## src/rtl/evt_pkg.sv

```systemverilog
package evt_pkg;

  typedef enum logic [2:0] {
    SEL_NONE,
    SEL_TYPE,
    SEL_BOTH,
    SEL_EN,
    SEL_EN_SET,
    SEL_EN_CLR,
    SEL_STAT
  } evt_sel_e;

  localparam logic [31:0] OFS_TYPE   = 32'h28;
  localparam logic [31:0] OFS_BOTH   = 32'h2C;
  localparam logic [31:0] OFS_EN     = 32'h40;
  localparam logic [31:0] OFS_EN_SET = 32'h44;
  localparam logic [31:0] OFS_EN_CLR = 32'h48;
  localparam logic [31:0] OFS_STAT   = 32'h4C;

  // Map a byte offset to the register it selects.
  function automatic evt_sel_e evt_decode(input logic [31:0] a);
    evt_sel_e s;
    case (a)
      OFS_TYPE:   s = SEL_TYPE;
      OFS_BOTH:   s = SEL_BOTH;
      OFS_EN:     s = SEL_EN;
      OFS_EN_SET: s = SEL_EN_SET;
      OFS_EN_CLR: s = SEL_EN_CLR;
      OFS_STAT:   s = SEL_STAT;
      default:    s = SEL_NONE;
    endcase
    return s;
  endfunction

  // Trigger condition for one pin from its mode bits and two samples.
  function automatic logic evt_fires(input logic ty, input logic both,
                                     input logic cur, input logic prev);
    logic f;
    if (!ty)       f = cur;
    else if (both) f = cur ^ prev;
    else           f = cur & ~prev;
    return f;
  endfunction

endpackage

```

## src/rtl/evt_cfg_regs.sv

```systemverilog
module evt_cfg_regs
  import evt_pkg::*;
#(
  parameter int NPINS = 32
) (
  input  logic             clk,
  input  logic             rst_n,
  input  logic             wr_en,
  input  evt_sel_e         sel,
  input  logic [NPINS-1:0] wr_data,
  output logic [NPINS-1:0] type_o,
  output logic [NPINS-1:0] both_o,
  output logic [NPINS-1:0] en_o
);

  always_ff @(posedge clk or negedge rst_n) begin
    if (!rst_n) begin
      type_o <= '0;
      both_o <= '0;
      en_o   <= '0;
    end else if (wr_en) begin
      case (sel)
        SEL_TYPE:   type_o <= wr_data;
        SEL_BOTH:   both_o <= wr_data;
        SEL_EN:     en_o   <= wr_data;
        SEL_EN_SET: en_o   <= en_o | wr_data;
        SEL_EN_CLR: en_o   <= en_o & ~wr_data;
        default: ;
      endcase
    end
  end

  // set alias leaves every written-one bit enabled
  p_en_set_r11: assert property (@(posedge clk) disable iff (!rst_n)
    (wr_en && sel == SEL_EN_SET) |=> ((en_o & $past(wr_data)) == $past(wr_data)));

  // clear alias leaves every written-one bit disabled
  p_en_clr_r11: assert property (@(posedge clk) disable iff (!rst_n)
    (wr_en && sel == SEL_EN_CLR) |=> ((en_o & $past(wr_data)) == '0));

  // an unmapped write changes no configuration
  p_cfg_hold_r12: assert property (@(posedge clk) disable iff (!rst_n)
    (!wr_en || sel == SEL_NONE || sel == SEL_STAT)
      |=> ($stable(type_o) && $stable(both_o) && $stable(en_o)));

endmodule

```

## src/rtl/evt_pin_cell.sv

```systemverilog
module evt_pin_cell
  import evt_pkg::*;
(
  input  logic clk,
  input  logic rst_n,
  input  logic cur,
  input  logic prev,
  input  logic ty,
  input  logic both,
  input  logic clr,
  output logic set_o,
  output logic status_o
);

  assign set_o = evt_fires(ty, both, cur, prev);

  // A new event outranks a clear landing in the same cycle.
  always_ff @(posedge clk or negedge rst_n) begin
    if (!rst_n) status_o <= 1'b0;
    else        status_o <= (status_o & ~clr) | set_o;
  end

  p_level_r2: assert property (@(posedge clk) disable iff (!rst_n)
    (!ty && cur) |=> status_o);

  p_rise_r3: assert property (@(posedge clk) disable iff (!rst_n)
    (ty && !both && !prev && cur) |=> status_o);

  p_no_fall_r3: assert property (@(posedge clk) disable iff (!rst_n)
    (ty && !both && !(cur && !prev) && !status_o) |=> !status_o);

  p_both_r4: assert property (@(posedge clk) disable iff (!rst_n)
    (ty && both && (cur != prev)) |=> status_o);

  p_sticky_r5: assert property (@(posedge clk) disable iff (!rst_n)
    (status_o && !clr) |=> status_o);

  p_w1c_r6: assert property (@(posedge clk) disable iff (!rst_n)
    (clr && !set_o) |=> !status_o);

  p_event_wins_r8: assert property (@(posedge clk) disable iff (!rst_n)
    (clr && set_o) |=> status_o);

endmodule

```

## src/rtl/gpio_event_unit.sv

```systemverilog
module gpio_event_unit
  import evt_pkg::*;
#(
  parameter int NPINS  = 32,
  parameter int ADDR_W = 12
) (
  input  logic              clk,
  input  logic              rst_n,
  input  logic [NPINS-1:0]  din_i,
  input  logic              wr_en_i,
  input  logic [ADDR_W-1:0] wr_addr_i,
  input  logic [NPINS-1:0]  wr_data_i,
  input  logic [ADDR_W-1:0] rd_addr_i,
  output logic [NPINS-1:0]  rd_data_o,
  output logic              irq_o
);

  localparam int ADDR_EXT = 32 - ADDR_W;

  evt_sel_e         wr_sel;
  evt_sel_e         rd_sel;
  logic [NPINS-1:0] din_hist;
  logic [NPINS-1:0] type_r;
  logic [NPINS-1:0] both_r;
  logic [NPINS-1:0] en_r;
  logic [NPINS-1:0] clr_vec;
  logic [NPINS-1:0] set_vec;
  logic [NPINS-1:0] status_r;

  assign wr_sel  = evt_decode({{ADDR_EXT{1'b0}}, wr_addr_i});
  assign rd_sel  = evt_decode({{ADDR_EXT{1'b0}}, rd_addr_i});
  assign clr_vec = (wr_en_i && wr_sel == SEL_STAT) ? wr_data_i : '0;

  // Input history for edge detection.
  always_ff @(posedge clk or negedge rst_n) begin
    if (!rst_n) din_hist <= '0;
    else        din_hist <= din_i;
  end

  evt_cfg_regs #(.NPINS(NPINS)) u_cfg (
    .clk     (clk),
    .rst_n   (rst_n),
    .wr_en   (wr_en_i),
    .sel     (wr_sel),
    .wr_data (wr_data_i),
    .type_o  (type_r),
    .both_o  (both_r),
    .en_o    (en_r)
  );

  for (genvar p = 0; p < NPINS; p++) begin : g_pin
    evt_pin_cell u_cell (
      .clk      (clk),
      .rst_n    (rst_n),
      .cur      (din_i[p]),
      .prev     (din_hist[p]),
      .ty       (type_r[p]),
      .both     (both_r[p]),
      .clr      (clr_vec[p]),
      .set_o    (set_vec[p]),
      .status_o (status_r[p])
    );
  end

  assign irq_o = |(status_r & en_r);

  always_comb begin
    case (rd_sel)
      SEL_TYPE: rd_data_o = type_r;
      SEL_BOTH: rd_data_o = both_r;
      SEL_EN:   rd_data_o = en_r;
      SEL_STAT: rd_data_o = status_r;
      default:  rd_data_o = '0;
    endcase
  end

  // an event on an enabled pin raises the interrupt on the next cycle
  p_evt_irq_r10: assert property (@(posedge clk) disable iff (!rst_n)
    ((|(set_vec & en_r)) && !wr_en_i) |=> irq_o);

  // writing enable to zero drops the interrupt
  p_en_zero_irq_r10: assert property (@(posedge clk) disable iff (!rst_n)
    (wr_en_i && wr_sel == SEL_EN && wr_data_i == '0) |=> !irq_o);

endmodule

```

## config.mk

```make
export PLATFORM = sky130hd
export DESIGN_NAME = gpio_event_unit
export DESIGN_NICKNAME = d
export VERILOG_FILES = /design/src/rtl/evt_pkg.sv /design/src/rtl/evt_cfg_regs.sv /design/src/rtl/evt_pin_cell.sv /design/src/rtl/gpio_event_unit.sv
export SDC_FILE = /design/constraint.sdc
export NUM_CORES = 1
export LEC_CHECK = 0
export BUFFER_PORTS_ARGS = -buffer_cell sky130_fd_sc_hd__buf_2
export CAP_MARGIN = 20
export CORE_MARGIN = 4
export CORE_UTILIZATION = 47
export DETAILED_ROUTE_END_ITERATION = 16
export GPL_TIMING_DRIVEN = 0
export MAX_ROUTING_LAYER = met4
export PLACE_DENSITY_LB_ADDON = 0.05
export SYNTH_ARGS = -nofsm -noshare
export SYNTH_HDL_FRONTEND = slang
export SYNTH_SLANG_ARGS = --single-unit
```

## constraint.sdc

```tcl
create_clock -name clk -period 2 [get_ports clk]
set_input_delay 0.5 -clock clk [delete_from_list [all_inputs] [get_ports clk]]
set_output_delay 0.5 -clock clk [all_outputs]
set_load 0.02 [all_outputs]
```

# [Yosys cells after proc, flatten, opt, wreduce, memory -nomap -nowiden]
# Cells that the tools add are included.
[totals] ff_bits=160 in_bits=91 out_inout_bits=33 wordCells=329
[op_classes] eq_ne=22 n_mux=69 n_bitwise=196 n_reduce_logical=6
[op_table] op="$pmux 32 s4" n=1
[op_table] op="$eq 12x7->1 const B" n=8
[op_table] op="$pmux 32 s3" n=1
[op_table] op="$and 1x1->1" n=64
[op_table] op="$and 32x32->32" n=2
[op_table] op="$mux 1" n=64
[op_table] op="$not 1->1" n=64
[op_table] op="$eq 12x6->1 const B" n=4
[op_table] op="$pmux 3 s6" n=2
[op_table] op="$mux 32" n=1
[op_table] op="$not 32->32" n=1
[op_table] op="$or 1x1->1" n=32
[op_table] op="$or 32x32->32" n=1
[op_table] op="$reduce_or 32->1" n=1
[op_table] op="$xor 1x1->1" n=32
[op_table] op="$eq 3x2->1 const B" n=4
[op_table] op="$eq 3x3->1 const B" n=4
[op_table] op="$eq 3x1->1 const B" n=2
[op_table] op="$reduce_and 2->1" n=3
[op_table] op="$reduce_bool 3->1" n=1
[op_table] op="$logic_and 1x1->1" n=1

# [Longest topological paths before layout]
# Gate-level depths: netlist of the first run.
[logic_depth] word_depth=8 depth_mapped=6 ltp_nobuf=5

# [Modules after synthesis]
# A second synthesis of the first run with hierarchy kept.
[hier_totals] cells_unflattened=942 hier_area_um2=10316.1
[by_module_without_submodules] mod="evt_cfg_regs" n_inst=1 cells_each=320 area_each_um2=4374.2 seq_area_each_um2=2402.3
[by_module_without_submodules] mod="evt_pin_cell (g_pin[12].u_cell ...)" n_inst=29 cells_each=10 area_each_um2=98.8 seq_area_each_um2=25.0
[by_module_without_submodules] mod="gpio_event_unit" n_inst=1 cells_each=302 area_each_um2=2801.4 seq_area_each_um2=800.8
[by_module_without_submodules] mod="evt_pin_cell (g_pin[0].u_cell ...)" n_inst=3 cells_each=10 area_each_um2=91.3 seq_area_each_um2=25.0

# [Worst setup path before layout of the first run]
# No wires, ideal clock.
[synth_timing] path_kind="input -> output" from="in rd_addr_i[2]" to="out rd_data_o[0]" arrival_ns=1.822 t_required_ns=1.500 slack_ns=-0.322 stages=6 path_buffers=3 path_cell_list="clkbuf_1 > and2_1 > clkbuf_1 > clkbuf_1 > a22oi_1 > o22ai_1"
[synth_between] elab_chain_cells=4 elab_cells_between_ends=12 classes_between="eq/ne (10); mux (2)"
[synth_lines] item="start: declaration" line_no="gpio_event_unit.sv:13" text="input logic [ADDR_W-1:0] rd_addr_i,"
[synth_lines] item="$eq 12x7->1 / $eq 12x6->1 (equally long branches)" line_no="evt_pkg.sv:23" text="case (a)"
[synth_lines] item="$pmux 3 s6 (*)" line_no="evt_pkg.sv:23"
[synth_lines] item="$eq 3x3->1, or another cell as far along" line_no="gpio_event_unit.sv:68" text="case (rd_sel)"
[synth_lines] item="$pmux 32 s4 (*)" line_no="gpio_event_unit.sv:68"
[synth_lines] item="end: declaration" line_no="gpio_event_unit.sv:14" text="output logic [NPINS-1:0] rd_data_o,"
# Every way passes the cells marked *; elsewhere a longest branch is shown, timed or not.

# [Worst setup path after layout of the first run]
[layout_timing] from="reg u_cfg.en_o[11]" to="out irq_o"
[layout_between] elab_chain_cells=2
[layout_lines] item="start: declaration" line_no="evt_cfg_regs.sv:13" text="output logic [NPINS-1:0] en_o"
[layout_lines] item="start signal: assignment" line_no="evt_cfg_regs.sv:25" text="SEL_EN: en_o <= wr_data;"
[layout_lines] item="start signal: assignment" line_no="evt_cfg_regs.sv:26" text="SEL_EN_SET: en_o <= en_o | wr_data;"
[layout_lines] item="start signal: assignment" line_no="evt_cfg_regs.sv:27" text="SEL_EN_CLR: en_o <= en_o & ~wr_data;"
[layout_lines] item="$and 32x32->32" line_no="gpio_event_unit.sv:65" text="assign irq_o = |(status_r & en_r);"
[layout_lines] item="$reduce_or 32->1" line_no="gpio_event_unit.sv:65"
[layout_lines] item="end: declaration" line_no="gpio_event_unit.sv:15" text="output logic irq_o"
# No other way between the ends.

==> flow_summary.json, run 1 <==
{
  "outcome": "complete, but fails checks",
  "violations": "negative setup slack",
  "antenna_found_initial": 0,
  "critPathMaxFanout": 3,
  "fp.dieH_um": 137,
  "crit_chain": "a22oi_2 > nand4_1 > or4_4 > buf_6",
  "rows": 47,
  "fin_skew_ps": 7.11,
  "synth_cell_types": 27,
  "fin_area_um2": 10500,
  "gp_congestion": 0.848,
  "worstMarginPinSlew_ps": 789,
  "worst_ir_drop_vdd_mv": 0.608,
  "cts-root-buf": "clkbuf_16",
  "met3_usage": 0.0497,
  "max-cap-violations": 0,
  "fin_hold_ws_ps": 203,
  "slew_violations": 0,
  "io_buffer_count": 121,
  "drive_gt1_frac": 0.339,
  "ys_ff_latch": 160,
  "cp.required_ps": 1500,
  "ys_warn_count": 0,
  "min_period_ps": 2460,
  "path_class": "flip-flop to primary output",
  "synth_top_area_frac": 0.509,
  "die-area_um2": 18900,
  "synth_area_leaders": "dfrtp_1 51%, mux2_2 9.2%, o211ai_1 6.1%, ha_1 5.1%, a22oi_1 4.6%",
  "min_path_type": "input pin to flip-flop",
  "p_per_area_nw_per_um2": 693,
  "grt_max_degree": 107,
  "drc": 0,
  "worstPathArrival_ps": 1960,
  "avgSynthCellArea_um2": 10.9,
  "seq_area_frac_synth": 0.509,
  "core_um2": 16500,
  "place_area_um2": 9290,
  "ant_nets": 0,
  "drt_iter0_drc": 358,
  "rsz0062_at_grt": "yes",
  "cts_inserted_buffers": 17,
  "cts_tree": "built",
  "critPathLaunchType": "flip-flop",
  "multi_input_area_um2": 4170,
  "clk_pin_slew_ps": 60,
  "fmax_mhz": 406,
  "syn_inst": 722,
  "synth_nets": 845,
  "clock_sinks": 160,
  "dp_hpwl_um": 16300,
  "start_util": 0.478,
  "met1_usage": 0.343,
  "place_ws_ps": -503,
  "track_usage": 0.267,
  "max_stage_delay_ps": 470,
  "antenna_cells": 0,
  "setup.worst_path.end_class": "primary output",
  "routed_via_density": 5.92,
  "finalNonFillerCells": 1101,
  "critPathBufInv": 1,
  "nets": 994,
  "vias": 6523,
  "cts.htree.levels": 4,
  "area_growth_pct": 33.3,
  "finalWorstSetupSlack_ps": -462,
  "syn_area_um2": 7870,
  "cpMaxStageDelayCell": "or4_4",
  "slew_headroom": 0.474,
  "cts.path.max_buffers": 2,
  "dr.pass1.iters": 7,
  "grtUsageMet2": 0.424,
  "busiest_layer": "met2",
  "wirelength_um": 23300,
  "clk_latency_ps": 430,
  "register_area_um2": 4010,
  "fp.dieW_um": 137,
  "setup_viol": 33,
  "crit_family": "simple AND/OR/NAND/NOR gates",
  "fin_crit_sh": 1.23,
  "grt_pass1_vias": 6852,
  "wire_per_inst_um": 21.2,
  "grt_pass1_wl_um": 36700,
  "yosys.area.top_type": "dfrtp_1",
  "nFillCells": 1327,
  "finalHoldViolCount": 0,
  "ios": 124,
  "grt_overflow": 0,
  "dp.cells": 1064,
  "p_leak_nw": 4.55
}
## report_power, final
part / internal, mW / total [mW] / leakage, nW / switching (mW)
Combinational: 0.212 / 0.563 / 2.26 / 0.351
Clock: 2.11 / 3.41 / 0.294 / 1.30
Sequential: 3.28 / 3.30 / 1.99 / 0.0183
Total: 5.60 / 7.27 / 4.55 / 1.67
## cell usage after synthesis
| cell type | count |
|---|---|
| o211ai_1 | 64 |
| or4_1 | 1 |
| ha_1 | 32 |
| nand4_1 | 9 |
| a22oi_1 | 48 |
| clkbuf_1 | 30 |
| mux2i_1 | 32 |
| buf_2 | 6 |
| o22ai_1 | 32 |
| nor4_1 | 2 |
| nand2b_1 | 32 |
| nand3_1 | 33 |
| nor3b_1 | 1 |
| and2_1 | 2 |
| nand2_1 | 65 |
| nor3_1 | 1 |
| buf_1 | 3 |
| nor2_1 | 2 |
| and4b_1 | 1 |
| xor2_1 | 1 |
| mux2_2 | 64 |
| o21ai_0 | 64 |
| nor2b_1 | 1 |
| nand4b_1 | 2 |
| dfrtp_1 | 160 |
| inv_1 | 32 |
| nor4_2 | 2 |
## metrics by stage
stage          total power, mW  utilization  setup TNS, ps
3_3_place_gp              3.85        0.562        -381420
6_report                  7.27        0.637          -7760
5_1_grt                   7.50        0.637          -9040
4_1_cts                   7.29        0.631          -9280
3_5_place_dp              3.88        0.564         -63050
2_1_floorplan             3.58            -           -452
## registers in the layout, indices dropped and copies added (netlist names)
| name | flops |
|---|---|
| u_cfg.both_o | 32 |
| g_pin.u_cell.status_o | 32 |
| u_cfg.en_o | 32 |
| u_cfg.type_o | 32 |
| din_hist | 32 |
## metal layers
layer	wire (µm)	share of wire
met3	1150	0.049
met1	9960	0.43
met2	11700	0.50
met4	574	0.025
met5	0	0
## cell type report
cell class | instances | area share
multi-input cells | 491 | 0.398
clock inverters | 5 | 0.00979
well taps | 220 | 0.0263
clock buffers | 24 | 0.0479
repair buffers | 131 | 0.0958
plain buffers | 38 | 0.0288
inverters | 32 | 0.0115
flip-flops and latches | 160 | 0.382
## cells by family after synthesis
kind of cell | share of synthesized area
AOI/OAI and AO/OA | 0.173
DFF | 0.509
and+or+nand+nor | 0.0988
muxes | 0.132
buffers and inverters | 0.0348
adders and majority gates | 0.0509
xor gates and xnor gates | 0.00111
## worst paths after layout
check	slack (ps)	endpoint	startpoint	cells after the start
max	-460	irq_o	u_cfg.en_o[11]$_DFFE_PN0P_	4
min	200	din_hist[21]$_DFF_PN0_	din_i[21]	1
max reg2reg	970	g_pin[11].u_cell.status_o$_DFF_PN0_	din_hist[11]$_DFF_PN0_	5
min reg2reg	540	u_cfg.type_o[12]$_DFFE_PN0P_	u_cfg.type_o[12]$_DFFE_PN0P_	1
max in group asynchronous	530	g_pin[21].u_cell.status_o$_DFF_PN0_	rst_n	3
min in group asynchronous	580	din_hist[12]$_DFF_PN0_	rst_n	2
## timing repair
item                                   CTS  global route
gates resized for setup                104            22
endpoints found under the hold margin   10             0
gates cloned                             3             0
setup buffers                            3             2
setup endpoints to repair               53            72
pin swaps                                9             9
hold buffers                             1             0
## cell usage in the layout (no fill, tap or decap), types with 34 or more instances in the layout
cell type    n
o21ai_0     64
o211ai_1    64
mux2_2      64
buf_2       90
nand2_1     65
dfrtp_1    159
buf_6       39
a22oi_1     34
Power figures use the tool's default switching activity.
==> run 2: changes to the inputs <==
--- a/config.mk
+++ b/config.mk
@@ -7,8 +7,10 @@
 export LEC_CHECK = 0
 export BUFFER_PORTS_ARGS = -buffer_cell sky130_fd_sc_hd__buf_2
 export CAP_MARGIN = 20
+export CELL_PAD_IN_SITES_DETAIL_PLACEMENT = 1
+export CELL_PAD_IN_SITES_GLOBAL_PLACEMENT = 1
 export CORE_MARGIN = 4
-export CORE_UTILIZATION = 47
+export CORE_UTILIZATION = 40
 export DETAILED_ROUTE_END_ITERATION = 16
 export GPL_TIMING_DRIVEN = 0
 export MAX_ROUTING_LAYER = met4
==> run 2 against run 1 <==
- the flow still finishes with violations (negative setup slack)
- sequential power about the same
- sequential share of layout area decreased by 1.0 points
- die area increased by 16%
- final area increased by 2.8%
- via count increased by 1.9%
- setup slack improved by 22 ps
- cell count increased by 5.0%
- maximum frequency increased by 0.92%
- power increased by 3.8%
- largest power group unchanged
- highest routed layer unchanged
==> flow_summary.json, run 2 (synthesized netlist as in run 1, its figures left out) <==
{
  "drt_iter0_drc": 270,
  "clkPwrFrac": 0.484,
  "nets": 1001,
  "most-common-layout-cells": "159 x dfrtp_1, 89 x buf_2, 65 x nand2_1",
  "clk_pin_slew_ps": 60,
  "area_growth_pct": 37.0,
  "max-cap-violations": 0,
  "fin_skew_ps": 8.40,
  "utilization": 0.556,
  "wire_per_inst_um": 23.3,
  "clock_sinks": 160,
  "track_usage": 0.259,
  "path_class": "flip-flop to primary output",
  "cts_tree": "built",
  "drive_gt1_frac": 0.364,
  "grt_overflow": 0,
  "cts.path.max_buffers": 2,
  "pwr-share-seq": 0.437,
  "antenna_cells": 0,
  "worstMarginPinSlew_ps": 846,
  "dr.pass1.iters": 4,
  "grt_max_degree": 88,
  "wirelength_um": 26900,
  "combPwrFrac": 0.078,
  "p_sw_mw": 1.75,
  "slew_headroom": 0.436,
  "fp.dieH_um": 148,
  "grt_pass1_vias": 7394,
  "ant_nets": 0,
  "final_common_cell": "dfrtp_1",
  "antenna_found_initial": 0,
  "min_path_type": "input pin to asynchronous set/reset pin",
  "fmax_mhz": 410,
  "start_util": 0.406,
  "ios": 124,
  "core_um2": 19400,
  "min_period_ps": 2440,
  "fin_crit_sh": 1.22,
  "grt_pass1_wl_um": 42200,
  "critPathLaunchType": "flip-flop",
  "gp_congestion": 0.811,
  "worst_ir_drop_vdd_mv": 0.685,
  "rsz0062_at_grt": "yes",
  "intPower_mw": 5.79,
  "violations": "negative setup slack",
  "slew_violations": 0,
  "clk_latency_ps": 430,
  "finalHoldViolCount": 0,
  "die-area_um2": 22000,
  "outcome": "complete, but fails checks",
  "p_per_area_nw_per_um2": 699,
  "critPathMaxFanout": 2,
  "setup_tns_ps": -7900,
  "cts-root-buf": "clkbuf_16",
  "swShare": 0.232,
  "drc": 0,
  "worstPathArrival_ps": 1940,
  "finalNonFillerCells": 1156,
  "setup_viol": 33,
  "routed_via_density": 5.75,
  "fp.dieW_um": 148,
  "power_mw": 7.54,
  "cp.required_ps": 1500,
  "cts.htree.levels": 4,
  "dp.cells": 1109,
  "p_leak_nw": 4.65,
  "cts_inserted_buffers": 17,
  "io_buffer_count": 121,
  "dp_hpwl_um": 18300,
  "finalWorstSetupSlack_ps": -440,
  "setup.worst_path.end_class": "primary output",
  "vias": 6649,
  "rows": 51
}
run 2: cell types whose count changed in the layout (fill, tap and decap cells not counted), sizes merged:
cell,before,now
bufinv,3,5
inv,32,34
buf,139,142
dlygate4sd3,1,0
clkbuf,53,54
clkinvlp,1,4
run 2: timing repair:
action,CTS,global route
buffers inserted,9,2
hold buffers,0,0
pin swaps,8,5
gates resized for setup,137,3
gates cloned,5,0
setup endpoints to repair,44,152
run 2: worst paths after layout:
check                                               startpoint                                   to  slack, ps  cells after the start
setup / recovery           g_pin[27].u_cell.status_o$_DFF_PN0_                                irq_o       -440                      4
hold / removal                                           rst_n               din_hist[14]$_DFF_PN0_         40                      1
setup reg to reg                        din_hist[25]$_DFF_PN0_  g_pin[25].u_cell.status_o$_DFF_PN0_        960                      5
hold reg to reg                    u_cfg.type_o[0]$_DFFE_PN0P_          u_cfg.type_o[0]$_DFFE_PN0P_        560                      1
max in group asynchronous                                rst_n           u_cfg.en_o[30]$_DFFE_PN0P_       1100                      2
min in group clk                                     din_i[23]               din_hist[23]$_DFF_PN0_        210                      1
run 2: per-stage QoR:
step | instance area [µm²] | hold WS (ps) | worst slack [ps]
after global placement | 9310 | 524 | -2110
after floorplan | 8380 | 204 | -15.1
after detailed placement | 9350 | 520 | -607
after global routing | 10800 | 81.6 | -479
final | 10800 | 43.3 | -440
after CTS | 10700 | 70.3 | -453
run 2: critical path, stage by stage, from the launching register on:
cell	delay, ps
dfrtp_1	390
a22oi_2	260
nand4_1	190
or4_4	540
buf_6	150
run 2: area by class of cell:
type                       count  area (µm²)
fill                        2052        8620
multi-input combinational    491        4220
sequential                   160        4010
timing repair buffer         138        1110
clock buffer                  20         457
tap                          265         332
buffer                        38         328
clock inverter                12         205
inverter                      32         120
run 2: routing by layer:
| layer | up-vias | GRT usage | wire (µm) |
|---|---|---|---|
| met1 | 3425 | 0.316 | 11100 |
| met3 | 46 | 0.0433 | 1080 |
| met2 | 167 | 0.434 | 13900 |
| li1 | 3011 | - | - |
| met4 | 0 | 0.100 | 808 |
| met5 | - | - | 0 |
run 2: power by group through the flow:
stage	logic, mW	registers (mW)	clock network (mW)
after floorplan	0.230	3.35	0
after global placement	0.505	3.35	0
after detailed placement	0.541	3.36	0
after CTS	0.595	3.30	3.71
after global routing	0.656	3.30	3.88
final	0.591	3.30	3.65
==> run 3: changes to the inputs <==
--- a/config.mk
+++ b/config.mk
@@ -15,6 +15,7 @@
 export GPL_TIMING_DRIVEN = 0
 export MAX_ROUTING_LAYER = met4
 export PLACE_DENSITY_LB_ADDON = 0.05
+export REMOVE_ABC_BUFFERS = 1
 export SYNTH_ARGS = -nofsm -noshare
 export SYNTH_HDL_FRONTEND = slang
 export SYNTH_SLANG_ARGS = --single-unit
==> run 3 against run 2 <==
- the run still ends with negative setup slack left
- sequential power is essentially flat
- core utilization grew 0.70 points
- combinational power shrank 2%
- setup slack lost 94 ps
- count of clock-buffer cells in the layout grew 1
- maximum frequency shrank 3.7%
- via count shrank 1.5%
- power shrank 5.3%
- largest power group is now sequential cells
- critical path depth is the same
- die area is the same
==> flow_summary.json, run 3 (synthesized netlist as in run 1, its figures left out) <==
{
  "outcome": "complete, but fails checks",
  "violations": "negative setup slack",
  "place_ws_ps": -1320,
  "antenna_found_initial": 1,
  "grt_overflow": 0,
  "cp.required_ps": 1500,
  "clk_pin_slew_ps": 70,
  "p_per_area_nw_per_um2": 654,
  "critPathMaxFanout": 3,
  "worstMarginPinSlew_ps": 572,
  "power_mw": 7.14,
  "gp_congestion": 0.751,
  "min-delay-start": "din_i[13]",
  "cts_tree": "built",
  "grt_pass1_wl_um": 41200,
  "cts_inserted_buffers": 17,
  "drive_gt1_frac": 0.359,
  "fin_area_um2": 10900,
  "p_leak_nw": 4.78,
  "rsz0062_at_grt": "yes",
  "fp.dieW_um": 148,
  "ant_nets": 0,
  "fin_hold_ws_ps": 202,
  "grt_max_degree": 109,
  "reg2reg_from": "din_hist[25]$_DFF_PN0_",
  "fin_skew_ps": 8.56,
  "cts.htree.levels": 4,
  "clock_sinks": 160,
  "cts.path.max_buffers": 2,
  "cts-root-buf": "clkbuf_16",
  "dp_hpwl_um": 16500,
  "finalNonFillerCells": 1168,
  "fin_crit_sh": 1.27,
  "setup.worst_path.end_class": "primary output",
  "core_um2": 19400,
  "min_period_ps": 2530,
  "vias": 6548,
  "wirelength_um": 26000,
  "routed_via_density": 5.61,
  "drc": 0,
  "critPathLaunchType": "flip-flop",
  "start_util": 0.406,
  "max-cap-violations": 0,
  "crit_family": "simple AND/OR/NAND/NOR gates",
  "crit_start": "g_pin[13].u_cell.status_o$_DFF_PN0_",
  "setup_viol": 33,
  "io_buffer_count": 123,
  "dr.pass1.iters": 4,
  "wire_per_inst_um": 22.3,
  "area_growth_pct": 38.7,
  "die-area_um2": 22000,
  "finalWorstSetupSlack_ps": -534,
  "grt_pass1_vias": 7432,
  "ios": 124,
  "nets": 1013,
  "finalHoldViolCount": 0,
  "rows": 51,
  "most-common-layout-cells": "160 x dfrtp_1, 84 x buf_2, 65 x nand2_1",
  "worst_ir_drop_vdd_mv": 0.673,
  "worstPathArrival_ps": 2030,
  "crit_chain": "a22oi_2 > nand4_1 > or4_4 > buf_6",
  "nFillCells": 2062,
  "critPathBufInv": 1,
  "slew_violations": 0,
  "dp.cells": 1090,
  "max_stage_delay_ps": 560,
  "final_common_cell": "dfrtp_1",
  "drt_iter0_drc": 373,
  "min_path_type": "input pin to flip-flop",
  "path_class": "flip-flop to primary output",
  "track_usage": 0.248,
  "slew_headroom": 0.615,
  "place_area_um2": 9040,
  "fmax_mhz": 395,
  "clk_latency_ps": 430,
  "fp.dieH_um": 148,
  "cpMaxStageDelayCell": "or4_4"
}
==> run 3: power breakdown <==
part	total [mW]	switching [mW]	leakage, nW	internal [mW]
clock network	3.27	1.34	0.281	1.92
logic	0.581	0.358	2.50	0.224
registers	3.30	0.0174	1.99	3.28
==> run 3: layout make-up <==
| class | instances | area (µm²) | area share |
|---|---|---|---|
| Tap cell | 265 | 332 | 0.0304 |
| Multi-Input combinational cell | 492 | 4110 | 0.376 |
| Antenna cell | 1 | 2.50 | 0.000229 |
| Clock inverter | 10 | 111 | 0.0102 |
| Timing Repair Buffer | 187 | 1770 | 0.162 |
| Inverter | 32 | 120 | 0.0110 |
| Sequential cell | 160 | 4000 | 0.367 |
| Clock buffer | 21 | 470 | 0.0431 |
==> run 3: repair_timing <==
| item | in CTS | in global routing |
|---|---|---|
| buffers inserted | 36 | 6 |
| gates cloned | 6 | 2 |
| gates resized for setup | 148 | 26 |
| endpoints found under the hold margin | 15 | 0 |
| endpoints found under the setup margin | 129 | 33 |
| pin swaps | 37 | 18 |
| hold buffers | 1 | 0 |
==> run 3: routing by layer <==
metal	routed length, µm	track usage
met5	0	-
met4	399	0.0637
met1	11400	0.320
met2	13000	0.410
met3	1130	0.0439
==> run 3: path summary, 6_finish.rpt <==
| kind | endpoint | slack [ps] | cells after the start |
|---|---|---|---|
| max | irq_o | -530 | 4 |
| min | din_hist[13]$_DFF_PN0_ | 200 | 1 |
| max reg2reg | g_pin[25].u_cell.status_o$_DFF_PN0_ | 950 | 5 |
| min reg2reg | g_pin[26].u_cell.status_o$_DFF_PN0_ | 550 | 2 |
| max in group asynchronous | u_cfg.en_o[31]$_DFFE_PN0P_ | 520 | 3 |
| min in group asynchronous | u_cfg.type_o[3]$_DFFE_PN0P_ | 580 | 2 |
==> run 3: metrics by stage <==
step / TNS, ps / util
2_1_floorplan: -80310 / -
3_3_place_gp: -683540 / 0.446
3_5_place_dp: -115850 / 0.466
4_1_cts: -9890 / 0.557
5_1_grt: -12350 / 0.563
6_report: -10320 / 0.563
